File: src/rtl/ctlpipe_pkg.sv
package ctlpipe_pkg;
   localparam int OPC_W   = 6;
   localparam int ALUOP_W = 3;

   localparam logic [OPC_W-1:0] OPC_ALU   = 6'h00;
   localparam logic [OPC_W-1:0] OPC_BREQ  = 6'h04;
   localparam logic [OPC_W-1:0] OPC_ADDI  = 6'h08;
   localparam logic [OPC_W-1:0] OPC_ORI   = 6'h0D;
   localparam logic [OPC_W-1:0] OPC_LOAD  = 6'h23;
   localparam logic [OPC_W-1:0] OPC_STORE = 6'h2B;

   localparam logic [ALUOP_W-1:0] AOP_ADD  = 3'd0;
   localparam logic [ALUOP_W-1:0] AOP_SUB  = 3'd1;
   localparam logic [ALUOP_W-1:0] AOP_FUNC = 3'd2;
   localparam logic [ALUOP_W-1:0] AOP_OR   = 3'd3;

   typedef struct packed {
      logic               ext_op;
      logic               alu_src;
      logic [ALUOP_W-1:0] alu_op;
      logic               dst_rd;
   } ex_ctl_t;

   typedef struct packed {
      logic mem_wr;
      logic branch;
   } mem_ctl_t;

   typedef struct packed {
      logic reg_wr;
      logic mem_to_reg;
   } wb_ctl_t;

   typedef struct packed {
      ex_ctl_t  ex;
      mem_ctl_t mem;
      wb_ctl_t  wb;
   } ctl_bundle_t;

   typedef struct packed {
      mem_ctl_t mem;
      wb_ctl_t  wb;
   } late_ctl_t;
endpackage

File: src/rtl/ctlpipe_decode.sv
module ctlpipe_decode
   import ctlpipe_pkg::*;
#(
   parameter int OP_W = 6
) (
   input  logic [OP_W-1:0] op,
   output ctl_bundle_t     ctl,
   output logic            unknown
);
   if (OP_W != OPC_W) begin : g_bad_opw
      $error("ctlpipe_decode: OP_W must equal the package opcode width");
   end

   always_comb begin
      ctl     = '0;
      unknown = 1'b0;
      case (op)
         OPC_ALU: begin
            ctl.ex.alu_op  = AOP_FUNC;
            ctl.ex.dst_rd  = 1'b1;
            ctl.wb.reg_wr  = 1'b1;
         end
         OPC_LOAD: begin
            ctl.ex.ext_op     = 1'b1;
            ctl.ex.alu_src    = 1'b1;
            ctl.ex.alu_op     = AOP_ADD;
            ctl.wb.reg_wr     = 1'b1;
            ctl.wb.mem_to_reg = 1'b1;
         end
         OPC_STORE: begin
            ctl.ex.ext_op  = 1'b1;
            ctl.ex.alu_src = 1'b1;
            ctl.ex.alu_op  = AOP_ADD;
            ctl.mem.mem_wr = 1'b1;
         end
         OPC_BREQ: begin
            ctl.ex.ext_op  = 1'b1;
            ctl.ex.alu_op  = AOP_SUB;
            ctl.mem.branch = 1'b1;
         end
         OPC_ADDI: begin
            ctl.ex.ext_op  = 1'b1;
            ctl.ex.alu_src = 1'b1;
            ctl.ex.alu_op  = AOP_ADD;
            ctl.wb.reg_wr  = 1'b1;
         end
         OPC_ORI: begin
            ctl.ex.alu_src = 1'b1;
            ctl.ex.alu_op  = AOP_OR;
            ctl.wb.reg_wr  = 1'b1;
         end
         default: unknown = 1'b1;
      endcase
   end
endmodule

File: src/rtl/ctlpipe_stage.sv
module ctlpipe_stage #(
   parameter int W = 8
) (
   input  logic         clk,
   input  logic         rst_n,
   input  logic         hold,
   input  logic         kill,
   input  logic [W-1:0] d,
   input  logic         d_valid,
   output logic [W-1:0] q,
   output logic         q_valid
);
   if (W < 1) begin : g_bad_w
      $error("ctlpipe_stage: W must be at least 1");
   end

   always_ff @(posedge clk) begin
      if (!rst_n) begin
         q       <= '0;
         q_valid <= 1'b0;
      end else if (kill) begin
         q       <= '0;
         q_valid <= 1'b0;
      end else if (!hold) begin
         q       <= d;
         q_valid <= d_valid;
      end
   end

   a_r7_kill_clears: assert property (@(posedge clk) disable iff (!rst_n)
      kill |=> !q_valid && (q == '0));
   a_r5_hold_keeps: assert property (@(posedge clk) disable iff (!rst_n)
      hold && !kill |=> $stable(q) && $stable(q_valid));
endmodule

File: src/rtl/ctlpipe_top.sv
module ctlpipe_top
   import ctlpipe_pkg::*;
#(
   parameter int OP_W              = 6,
   parameter bit ILLEGAL_AS_BUBBLE = 1'b0
) (
   input  logic            clk,
   input  logic            rst_n,
   input  logic            stall,
   input  logic            flush,
   input  logic            f_valid,
   input  logic [OP_W-1:0] f_op,
   output logic            dec_valid,
   output logic            dec_illegal,
   output logic            ex_valid,
   output logic            ex_ext_op,
   output logic            ex_alu_src,
   output logic [2:0]      ex_alu_op,
   output logic            ex_dst_rd,
   output logic            mem_valid,
   output logic            mem_wr,
   output logic            mem_branch,
   output logic            wb_valid,
   output logic            wb_reg_wr,
   output logic            wb_mem_to_reg
);
   localparam int BUN_W  = $bits(ctl_bundle_t);
   localparam int LATE_W = $bits(late_ctl_t);
   localparam int WB_W   = $bits(wb_ctl_t);

   if (ALUOP_W != 3) begin : g_bad_aop
      $error("ctlpipe_top: ALU op port is 3 bits wide");
   end

   logic [OP_W-1:0] dec_op;
   ctl_bundle_t     dec_ctl;
   logic            dec_unknown;
   ctl_bundle_t     ex_q;
   late_ctl_t       mem_q;
   wb_ctl_t         wb_q;
   logic            ill_kill;
   logic            idex_kill;

   ctlpipe_stage #(.W(OP_W)) u_ifid (
      .clk(clk), .rst_n(rst_n), .hold(stall), .kill(flush),
      .d(f_op), .d_valid(f_valid), .q(dec_op), .q_valid(dec_valid));

   ctlpipe_decode #(.OP_W(OP_W)) u_dec (
      .op(dec_op), .ctl(dec_ctl), .unknown(dec_unknown));

   assign dec_illegal = dec_valid & dec_unknown;

   if (ILLEGAL_AS_BUBBLE) begin : g_ill_bubble
      assign ill_kill = dec_illegal;
   end else begin : g_ill_pass
      assign ill_kill = 1'b0;
   end

   assign idex_kill = stall | flush | ill_kill;

   ctlpipe_stage #(.W(BUN_W)) u_idex (
      .clk(clk), .rst_n(rst_n), .hold(1'b0), .kill(idex_kill),
      .d(dec_ctl), .d_valid(dec_valid), .q(ex_q), .q_valid(ex_valid));

   ctlpipe_stage #(.W(LATE_W)) u_exmem (
      .clk(clk), .rst_n(rst_n), .hold(1'b0), .kill(1'b0),
      .d({ex_q.mem, ex_q.wb}), .d_valid(ex_valid), .q(mem_q), .q_valid(mem_valid));

   ctlpipe_stage #(.W(WB_W)) u_memwb (
      .clk(clk), .rst_n(rst_n), .hold(1'b0), .kill(1'b0),
      .d(mem_q.wb), .d_valid(mem_valid), .q(wb_q), .q_valid(wb_valid));

   assign ex_ext_op     = ex_q.ex.ext_op;
   assign ex_alu_src    = ex_q.ex.alu_src;
   assign ex_alu_op     = ex_q.ex.alu_op;
   assign ex_dst_rd     = ex_q.ex.dst_rd;
   assign mem_wr        = mem_q.mem.mem_wr & mem_valid;
   assign mem_branch    = mem_q.mem.branch & mem_valid;
   assign wb_reg_wr     = wb_q.reg_wr & wb_valid;
   assign wb_mem_to_reg = wb_q.mem_to_reg & wb_valid;

   a_r6_stall_bubble: assert property (@(posedge clk) disable iff (!rst_n)
      stall |=> !ex_valid && ex_alu_op == 3'd0 && !ex_alu_src);
   a_r7_flush_clears: assert property (@(posedge clk) disable iff (!rst_n)
      flush |=> !dec_valid && !ex_valid);
   a_r3_mem_advances: assert property (@(posedge clk) disable iff (!rst_n)
      1'b1 |=> mem_valid == $past(ex_valid));
   a_r4_wb_advances: assert property (@(posedge clk) disable iff (!rst_n)
      1'b1 |=> wb_valid == $past(mem_valid));
   a_r8_wb_from_valid: assert property (@(posedge clk) disable iff (!rst_n)
      wb_reg_wr |-> $past(mem_valid));
   a_r10_illegal_zero: assert property (@(posedge clk) disable iff (!rst_n)
      dec_illegal && !stall && !flush |=> !ex_ext_op && !ex_alu_src && ex_alu_op == 3'd0);
endmodule

File: config.mk
export PLATFORM = sky130hd
export DESIGN_NAME = ctlpipe_top
export DESIGN_NICKNAME = d
export VERILOG_FILES = /design/src/rtl/ctlpipe_pkg.sv /design/src/rtl/ctlpipe_decode.sv /design/src/rtl/ctlpipe_stage.sv /design/src/rtl/ctlpipe_top.sv
export SDC_FILE = /design/constraint.sdc
export NUM_CORES = 1
export LEC_CHECK = 0
export BUFFER_PORTS_ARGS = -buffer_cell sky130_fd_sc_hd__clkbuf_2
export CAP_MARGIN = 10
export CORE_UTILIZATION = 45
export CTS_BUF_LIST = sky130_fd_sc_hd__clkbuf_8
export CTS_CLUSTER_DIAMETER = 40
export DETAILED_ROUTE_END_ITERATION = 10
export GPL_ROUTABILITY_DRIVEN = 0
export HOLD_SLACK_MARGIN = 0.06
export PLACE_DENSITY = 0.7
export SLEW_MARGIN = 20
export SYNTH_ARGS = -nofsm -noshare
export SYNTH_HDL_FRONTEND = slang
export SYNTH_SLANG_ARGS = --single-unit
File: constraint.sdc
create_clock -name clk -period 3.12 [get_ports clk]
set_clock_uncertainty 0.2 [all_clocks]
set_input_delay 0.312 -clock clk [delete_from_list [all_inputs] [get_ports clk]]
set_output_delay 0.312 -clock clk [all_outputs]
set_load 0.01 [all_outputs]
==> results of run 1 <==
-- power by group --
group	switching [W]	leakage [nW]	internal, W
Clock	0.0000912	0.0269	0.0000877
Combinational	0.0000173	0.280	0.0000176
Sequential	0.00000602	0.202	0.000324
-- Yosys cell counts (all sizes together) --
library cell / n
dfxtp: 25
and2: 12
nor2: 10
mux2i: 7
nor3: 7
buf: 5
and3: 4
clkbuf: 3
a21oi: 2
o21ai: 2
xnor2: 2
a2bb2oi: 1
and3b: 1
conb: 1
inv: 1
nand2b: 1
nand3: 1
nand4b: 1
nor3b: 1
nor4: 1
or2b: 1
or4b: 1
xor2: 1
-- area by class of cell --
cell class / instances / area (um2)
clock buffers: 3 / 41.3
clock inverters: 1 / 3.75
fillers: 194 / 858
inverters: 1 / 3.75
multi-input cells: 57 / 380
flip-flops and latches: 25 / 500
well taps: 27 / 33.8
repair buffers: 24 / 120
-- worst register-to-register path, delay by kind of cell (launching register included) --
kind	cells	cell delay (ps)
simple gates	3	920
flops	1	350
-- cells in the final DEF (no fill, tap or decap) --
cell type,instances
a21oi_1,2
a2bb2oi_1,1
and2_1,4
and2_2,8
and3_1,4
and3b_1,1
clkbuf_2,24
clkbuf_8,3
conb_1,1
dfxtp_1,25
inv_1,2
mux2i_1,7
nand2b_1,1
nand3_1,1
nand4b_1,1
nor2_1,10
nor3_1,6
nor3_2,1
nor3b_1,1
nor4_1,1
o21ai_0,2
or2b_1,1
or4b_4,1
xnor2_1,2
xor2_1,1
-- cell families (layout without fill, tap and decap cells) --
group | Yosys count | in the layout | share of synthesized area
simple gates | 41 | 41 | 0.271
flops | 25 | 25 | 0.539
buf+inv | 9 | 29 | 0.0512
mux | 7 | 7 | 0.0755
compound gates | 5 | 5 | 0.0310
xor+xnor | 3 | 3 | 0.0283
other cells | 1 | 1 | 0.00404
-- registers in the layout, summed over array words and instances (netlist names) --
register	cells
u_exmem.q	4
u_idex.q	9
u_memwb.q	2
u_ifid.q	6
u_exmem.q_valid	1
u_idex.q_valid	1
u_ifid.q_valid	1
u_memwb.q_valid	1
-- metal layers --
layer | global-route usage | wire length, um
met1 | 0.169 | 638
met2 | 0.247 | 703
met3 | 0.0453 | 66
met4 | 0.0686 | 0
met5 | 0 | 0
-- per-stage QoR --
| stage | hold slack (ps) | instances |
|---|---|---|
| after global routing | 87.3 | 138 |
| after detailed placement | 231 | 134 |
| after global placement | 227 | 134 |
| after floorplan | 226 | 91 |
| after CTS | 78.0 | 138 |
| final | 79.1 | 138 |
-- worst min path at each step --
stage | end | from | slack [ps]
2_1_floorplan | u_exmem.q[0] | u_idex.q[0] | 230
3_3_place_gp | u_memwb.q[1] | u_exmem.q[1] | 230
3_5_place_dp | u_exmem.q[2] | u_idex.q[2] | 230
4_1_cts | u_ifid.q[4] | f_op[4] | 80
5_1_grt | u_ifid.q[5] | f_op[5] | 90
6_report | u_ifid.q[4] | f_op[4] | 80
==> metrics.yaml, run 1 <==
cts_setup_buffers: 0
cts_tree: "built"
ys_types: 26
finalNetCount: 123
syn-num-nets: 102
critPathCaptureType: "output port"
drc: 0
status: "finished clean"
worstReg2RegStart: "u_ifid.q[4]"
drt_pass1_iterations: 4
post-place-ws_ps: 1360
finalPower_w: 0.000544
dp_hpwl_mm: 1.02
finalSetupTns_ps: 0
max_clock_freq_mhz: 492
grtUsageTotal: 0.146
vdd_drop_max_mv: 0.249
rsz0062_at_grt: "false"
fin_crit_ps: 2030
cp_data_required_time_ps: 2610
viasPerCell: 4.65
grt_pass1_wl_mm: 2.24
syn_area_per_cell_um2: 10.2
setup_viol: 0
cp.arrival_ps: 1520
initial_core_util: 0.478
ys_top_cells_by_area: "dfxtp_1 54%, mux2i_1 7.5%, and2_2 6.5%"
synth_top_area_cell: "dfxtp_1"
crit_end: "dec_illegal"
cpPeakStageDelay_ps: 490
cts-root-buf: "clkbuf_8"
num_antenna_cells: 0
antenna_left: 0
powerDensity_nw_per_um2: 502
r2r_slack_ps: 1600
seq_area_frac_synth: 0.539
cts.sinks: 25
max-clock-path-buffers: 2
slew_violations: 0
port-buffer-count: 24
period_share: 0.652
die_w_um: 47.4
fin_area_um2: 1080
r2r-end: "u_idex.q[4]"
std_cell_rows: 16
dieArea_um2: 2250
min_delay_path_depth: 3
grt_overflow_total: 0
clk_pin_slew_worst_paths_ps: 80
ys_seq_elements: 25
post_dp_cell_area_um2: 1040
die_h_um: 47.4
insertion_delay_ps: 260
r2r_cells: 3
cp-start-kind: "register"
hp-class: "in -> reg"
vias: 642
syn_area_um2: 928
first_iter_violations: 6
grt_max_degree: 14
path_max_fanout: 10
cts_buffers: 3
startpoint: "u_ifid.q[2]"
cts-resized-gates: 0
cap_violations: 0
wl_per_cell_um: 10.2
utilization: 0.558
synthCells: 91
wirelength_mm: 1.41
coreArea_um2: 1940
timing_worst_setup_path_type: "reg -> out"
drive_gt1_frac: 0.333
final-hold-violation-count: 0
grt_pass1_vias: 545
path_cells: "nand4b_1 -> a2bb2oi_1 -> and3_1 -> clkbuf_2"
crit_family: "flip-flops"
syn2layout_area_growth_pct: 16.7
cp_num_buf_inv: 1
netlist.area_leader.share: 0.539
cp.depth: 4
leakage_nw: 0.509
io-pin-count: 26
h-tree-depth: 1
holdBufCountCts: 0
synth_warnings: 0
critPathSlowestCell: "dfxtp_1"
antenna_found_initial: 0
setup_ws_ps: 1090
No activity file was read; power rests on OpenSTA's default activity.
==> inputs of run 2 (changes only) <==
==> constraint.sdc (replaced) <==
create_clock -name clk -period 1.9 [get_ports clk]
set_clock_uncertainty 0.2 [all_clocks]
set_input_delay 0.19 -clock clk [delete_from_list [all_inputs] [get_ports clk]]
set_output_delay 0.19 -clock clk [all_outputs]
set_load 0.01 [all_outputs]
==> run 2 against run 1 <==
Net effect:
- sequential power is 65% higher
- first-iteration DRC count grew to 2.5 times the previous value
- global-route usage increased by 1.6 points
- non-clock buffer count grew 13
- clock power grew 68%
- core utilization up 6.5 points
- power up 69%
- largest cell class unchanged
- largest power group unchanged
- highest routed layer is now met4
==> metrics.yaml, run 2 (synthesis gave the netlist of run 1 again) <==
status: "finished clean"
grt_pass1_wl_mm: 2.47  # +10%
cts-root-buf: "clkbuf_8"
cp-start-kind: "register"
cts_buffers: 3  # unchanged
cap_violations: 0  # unchanged
powerDensity_nw_per_um2: 760  # +51%
cts.sinks: 25  # unchanged
std_cell_rows: 16  # unchanged
critPathCaptureType: "output port"
num_antenna_cells: 0  # unchanged
port-buffer-count: 24  # unchanged
setup_viol: 0  # unchanged
vdd_drop_max_mv: 0.483  # +94%
post_dp_cell_area_um2: 1050  # +0.72%
met2_length_um: 741  # +5.4%
max_clock_freq_mhz: 557
antenna_left: 0  # unchanged
slew_violations: 0  # unchanged
grtUsageTotal: 0.163  # +0.0163
dp_hpwl_um: 991  # -2.6%
hp-class: "reg -> reg"
vias: 699  # +8.9%
fin_area_um2: 1210  # +12%
grt_pass1_vias: 592  # +8.6%
antenna_found_initial: 0  # unchanged
finalSetupTns_ps: 0  # unchanged
first_iter_violations: 15  # +9
met3_length_um: 48  # -27%
cts_tree: "built"
drc: 0  # unchanged
syn2layout_area_growth_pct: 30.3
cp_data_required_time_ps: 1510  # -1100 ps
period_share: 0.945
timing_worst_setup_path_type: "reg -> out"
holdWs_ps: 249  # +170 ps
largest_reg_flops: 9  # unchanged
wl_per_cell_um: 10.5  # +3.2%
finalPower_w: 0.000920  # +69%
most-common-layout-cells: "24 x clkbuf_2, 22 x dfxtp_1, 10 x nor2_1, 10 x dlygate4sd3_1, 8 x and2_2"
drt_pass1_iterations: 4  # unchanged
die_h_um: 47.4  # unchanged
top_layer: "met4"
clk_pin_slew_worst_paths_ps: 80  # about the same
finalNetCount: 136  # +11%
cp.arrival_ps: 1410  # -110 ps
io-pin-count: 26  # unchanged
wirelength_mm: 1.59  # +13%
insertion_delay_ps: 270  # about the same
fillers: 172  # -11%
initial_core_util: 0.478  # unchanged
grt_max_degree: 14  # unchanged
h-tree-depth: 1  # unchanged
top_register: "u_idex.q"
reg_top3: "u_idex.q x9, u_ifid.q x6, u_exmem.q x4"
grt_overflow_total: 0  # unchanged
viasPerCell: 4.63  # -0.50%
fin_crit_ps: 1800
leakage_nw: 0.565  # +11%
drive_gt1_frac: 0.347  # +0.0134
coreArea_um2: 1940  # unchanged
die_w_um: 47.4  # unchanged
final_common_cell: "clkbuf_2"
drt-met1-wl_um: 762  # +19%
rsz0062_at_grt: "false"
final-hold-violation-count: 0  # unchanged
dieArea_um2: 2250  # unchanged
max-clock-path-buffers: 2  # unchanged
path_max_fanout: 9  # -1
run 2: cell count changes in the layout (fill, tap and decap cells not counted):
cell	delta
dfxtp_1	-3
dfxtp_2	+3
buf_4	+3
dlygate4sd3_1	+10
run 2: per-stage QoR:
| step | setup WS [ps] | utilization | cells |
|---|---|---|---|
| floorplan | 460 | - | 91 |
| global placement | 319 | 0.539 | 135 |
| detailed placement | 292 | 0.539 | 135 |
| CTS | 69.7 | 0.615 | 149 |
| global route | 13.9 | 0.623 | 151 |
| finish | 105 | 0.623 | 151 |
run 2: worst paths after layout:
check             cells past startpoint  slack [ps]         from            to
setup / recovery                      4         100  u_ifid.q[3]   dec_illegal
hold / removal                        1         250  u_idex.q[3]  u_exmem.q[3]
hold reg to reg                       1         250  u_idex.q[3]  u_exmem.q[3]
setup reg to reg                      3         400  u_ifid.q[4]   u_idex.q[4]
run 2: what timing repair did:
action,in CTS,in global routing
setup endpoints to repair,1,1
buffers inserted,0,2
endpoints found under the hold margin,15,0
hold buffers,10,0
gates resized for setup,2,1
pin swaps,0,1
run 2: where the power goes:
| part | internal (W) | total [W] | switching (W) |
|---|---|---|---|
| sequential | 0.000533 | 0.000543 | 0.00000996 |
| clock | 0.000144 | 0.000300 | 0.000156 |
| combinational | 0.0000437 | 0.0000765 | 0.0000328 |
| total | 0.000721 | 0.000920 | 0.000198 |
run 2: layout make-up:
class	count	area, um2	area share
Multi-Input combinational cell	57	380	0.314
Sequential cell	25	504	0.417
Tap cell	27	33.8	0.0279
Timing Repair Buffer	37	243	0.201
Inverter	1	3.75	0.00310
Clock inverter	1	3.75	0.00310
Clock buffer	3	41.3	0.0341
run 2: worst max-delay path: stages, from the launching register on:
cell	delay [ps]
dfxtp_2	380
and3_1	200
o21ai_0	240
and3_1	190
clkbuf_2	130
run 2: per-layer routing:
| metal | vias to the layer above | track usage |
|---|---|---|
| met2 | 19 | 0.266 |
| met3 | 5 | 0.0340 |
| li1 | 363 | - |
| met5 | - | 0 |
| met4 | 0 | 0.103 |
| met1 | 312 | 0.194 |
==> inputs of run 3 (changes only) <==
--- a/config.mk
+++ b/config.mk
@@ -7,13 +7,13 @@
 export LEC_CHECK = 0
 export BUFFER_PORTS_ARGS = -buffer_cell sky130_fd_sc_hd__clkbuf_2
 export CAP_MARGIN = 10
-export CORE_UTILIZATION = 45
+export CORE_UTILIZATION = 52
 export CTS_BUF_LIST = sky130_fd_sc_hd__clkbuf_8
 export CTS_CLUSTER_DIAMETER = 40
 export DETAILED_ROUTE_END_ITERATION = 10
 export GPL_ROUTABILITY_DRIVEN = 0
 export HOLD_SLACK_MARGIN = 0.06
-export PLACE_DENSITY = 0.7
+export PLACE_DENSITY = 0.87
 export SLEW_MARGIN = 20
 export SYNTH_ARGS = -nofsm -noshare
 export SYNTH_HDL_FRONTEND = slang
==> run 3 against run 2 <==
Net effect:
- count of clock-buffer cells in the layout unchanged
- via count up 0.14%
- largest cell class unchanged
- largest power group unchanged
- routed wire length down 2.1%
- sequential power about the same
- combinational power down 1%
- power down 2.0%
- final cell count down 3.3%
- register-to-register slack about the same
==> metrics.yaml, run 3 (synthesis gave the netlist of run 1 again) <==
internal-power_w: 0.000719  # -0.36%
most-common-layout-cells: "24 x clkbuf_2, 20 x dfxtp_1, 10 x nor2_1"
antenna_found_initial: 0  # unchanged
cap_violations: 0  # unchanged
switching_share: 0.203  # -0.0130
drt_pass1_iterations: 6  # +2
cts_tree: "built"
cts-root-buf: "clkbuf_8"
path_max_fanout: 10  # +1
cp_num_buf_inv: 1  # unchanged
p_comb_frac: 0.084  # about the same
holdWs_ps: 70.2  # -179 ps
initial_core_util: 0.582  # +0.104
dp_hpwl_mm: 1.04  # +4.5%
wirelength_mm: 1.56  # -2.1%
vdd_drop_max_mv: 0.416  # -14%
h-tree-depth: 1  # unchanged
num_antenna_cells: 0  # unchanged
crit_family: "simple AND/OR/NAND/NOR gates"
dp_cells: 132  # -2.2%
cts.sinks: 25  # unchanged
dieArea_um2: 1960  # -13%
port-buffer-count: 24  # unchanged
slew_violations: 0  # unchanged
critPathSlowestCell: "dfxtp_4"
setup_viol: 0  # unchanged
powerDensity_nw_per_um2: 755  # -0.65%
insertion_delay_ps: 250  # -20 ps
grt_max_degree: 14  # unchanged
max_clock_freq_mhz: 551  # -1.2%
coreArea_um2: 1590  # -18%
max-clock-path-buffers: 2  # unchanged
drive_gt1_frac: 0.361  # +0.0139
largest_reg_flops: 9  # unchanged
wl_per_cell_um: 10.7  # +1.2%
std_cell_rows: 14  # -2
final_common_cell: "clkbuf_2"
vias: 700  # +0.14%
leakage_nw: 0.558  # -1.2%
cp-start-kind: "register"
hp-class: "in -> reg"
viasPerCell: 4.79  # +3.6%
cts_buffers: 3  # unchanged
antenna_left: 0  # unchanged
r2r_slack_ps: 400  # about the same
instances_no_fill: 146  # -3.3%
grtUsageTotal: 0.174  # +0.0111
fin_crit_ps: 1820  # +21.4 ps
timing_worst_setup_path_type: "reg -> out"
drc: 0  # unchanged
utilization: 0.749  # +0.126
critPathCaptureType: "output port"
fillers: 108  # -37%
top_register: "u_idex.q"
first_iter_violations: 10  # -5
p_seq_frac: 0.602  # +0.012
clk_pin_slew_worst_paths_ps: 70  # about the same
die_w_um: 44.3  # -6.7%
status: "finished clean"
reg_top3: "u_idex.q x9, u_ifid.q x6, u_exmem.q x4"
grt_pass1_vias: 598  # +1.0%
grt_overflow_total: 0  # unchanged
final-hold-violation-count: 0  # unchanged
clkPwrFrac: 0.314  # -0.012
cpPeakStageDelay_ps: 380  # about the same
path_cells: "nand4b_1 -> a2bb2oi_1 -> and3_1 -> clkbuf_2"
period_share: 0.956  # +0.0112
cp_data_required_time_ps: 1510  # about the same
syn2layout_area_growth_pct: 28.6
grt_pass1_wl_mm: 2.49  # +0.81%
io-pin-count: 26  # unchanged
cp.arrival_ps: 1430  # +20 ps
finalNetCount: 134  # -1.5%
die_h_um: 44.3  # -6.7%
p_sw_w: 0.000183  # -7.9%
[run 3: final cells by class]
class	instances	area (um2)	share of cell area
tap	24	30.0	0.0252
inverter	1	3.75	0.00314
clock inverter	1	3.75	0.00314
multi-input combinational	57	380	0.319
sequential	25	509	0.427
timing repair buffer	35	225	0.189
clock buffer	3	41.3	0.0346
[run 3: layer usage]
metal / vias to the layer above / part of all wire / GRT usage / wire length (um)
met5: - / 0 / 0 / 0
met3: 2 / 0.030 / 0.0286 / 47
met4: 0 / 0.0084 / 0.0848 / 13
met2: 18 / 0.51 / 0.318 / 789
met1: 320 / 0.45 / 0.193 / 705
li1: 360 / - / - / -
[run 3: metrics by stage]
stage	total power [W]	TNS (ps)	setup slack, ps	instance area (um2)
floorplan	0.000595	0	460	928
detailed placement	0.000614	0	269	1040
finish	0.000902	0	83.6	1190
global route	0.000937	-2.25	-2.25	1190
CTS	0.000909	0	0.867	1180
global placement	0.000612	0	333	1040
[run 3: timing repair]
item                                   4_1_cts  5_1_grt
setup endpoints to repair                    1        1
hold buffers                                 9        0
endpoints found under the hold margin       11        0
gates resized for setup                      1        6
buffers inserted                             0        1
[run 3: power by group through the flow]
stage	logic (W)	registers, W	clock network (W)
after floorplan	0.0000450	0.000550	0
after global placement	0.0000578	0.000554	0
after detailed placement	0.0000591	0.000555	0
after CTS	0.0000739	0.000543	0.000292
after global routing	0.0000825	0.000545	0.000310
final	0.0000757	0.000543	0.000283
[run 3: worst paths after layout]
path	start	endpoint	cells after the start
setup reg to reg	u_ifid.q[4]	u_idex.q[4]	3
hold reg to reg	u_idex.q[0]	u_exmem.q[0]	1
setup / recovery	u_ifid.q[2]	dec_illegal	4
hold / removal	rst_n	u_memwb.q_valid	2
[run 3: worst register-to-register path: cells and delay by family, from the launching register on]
family	cells	cell delay [ps]
flip-flops	1	350
AND/OR/NAND/NOR	3	900
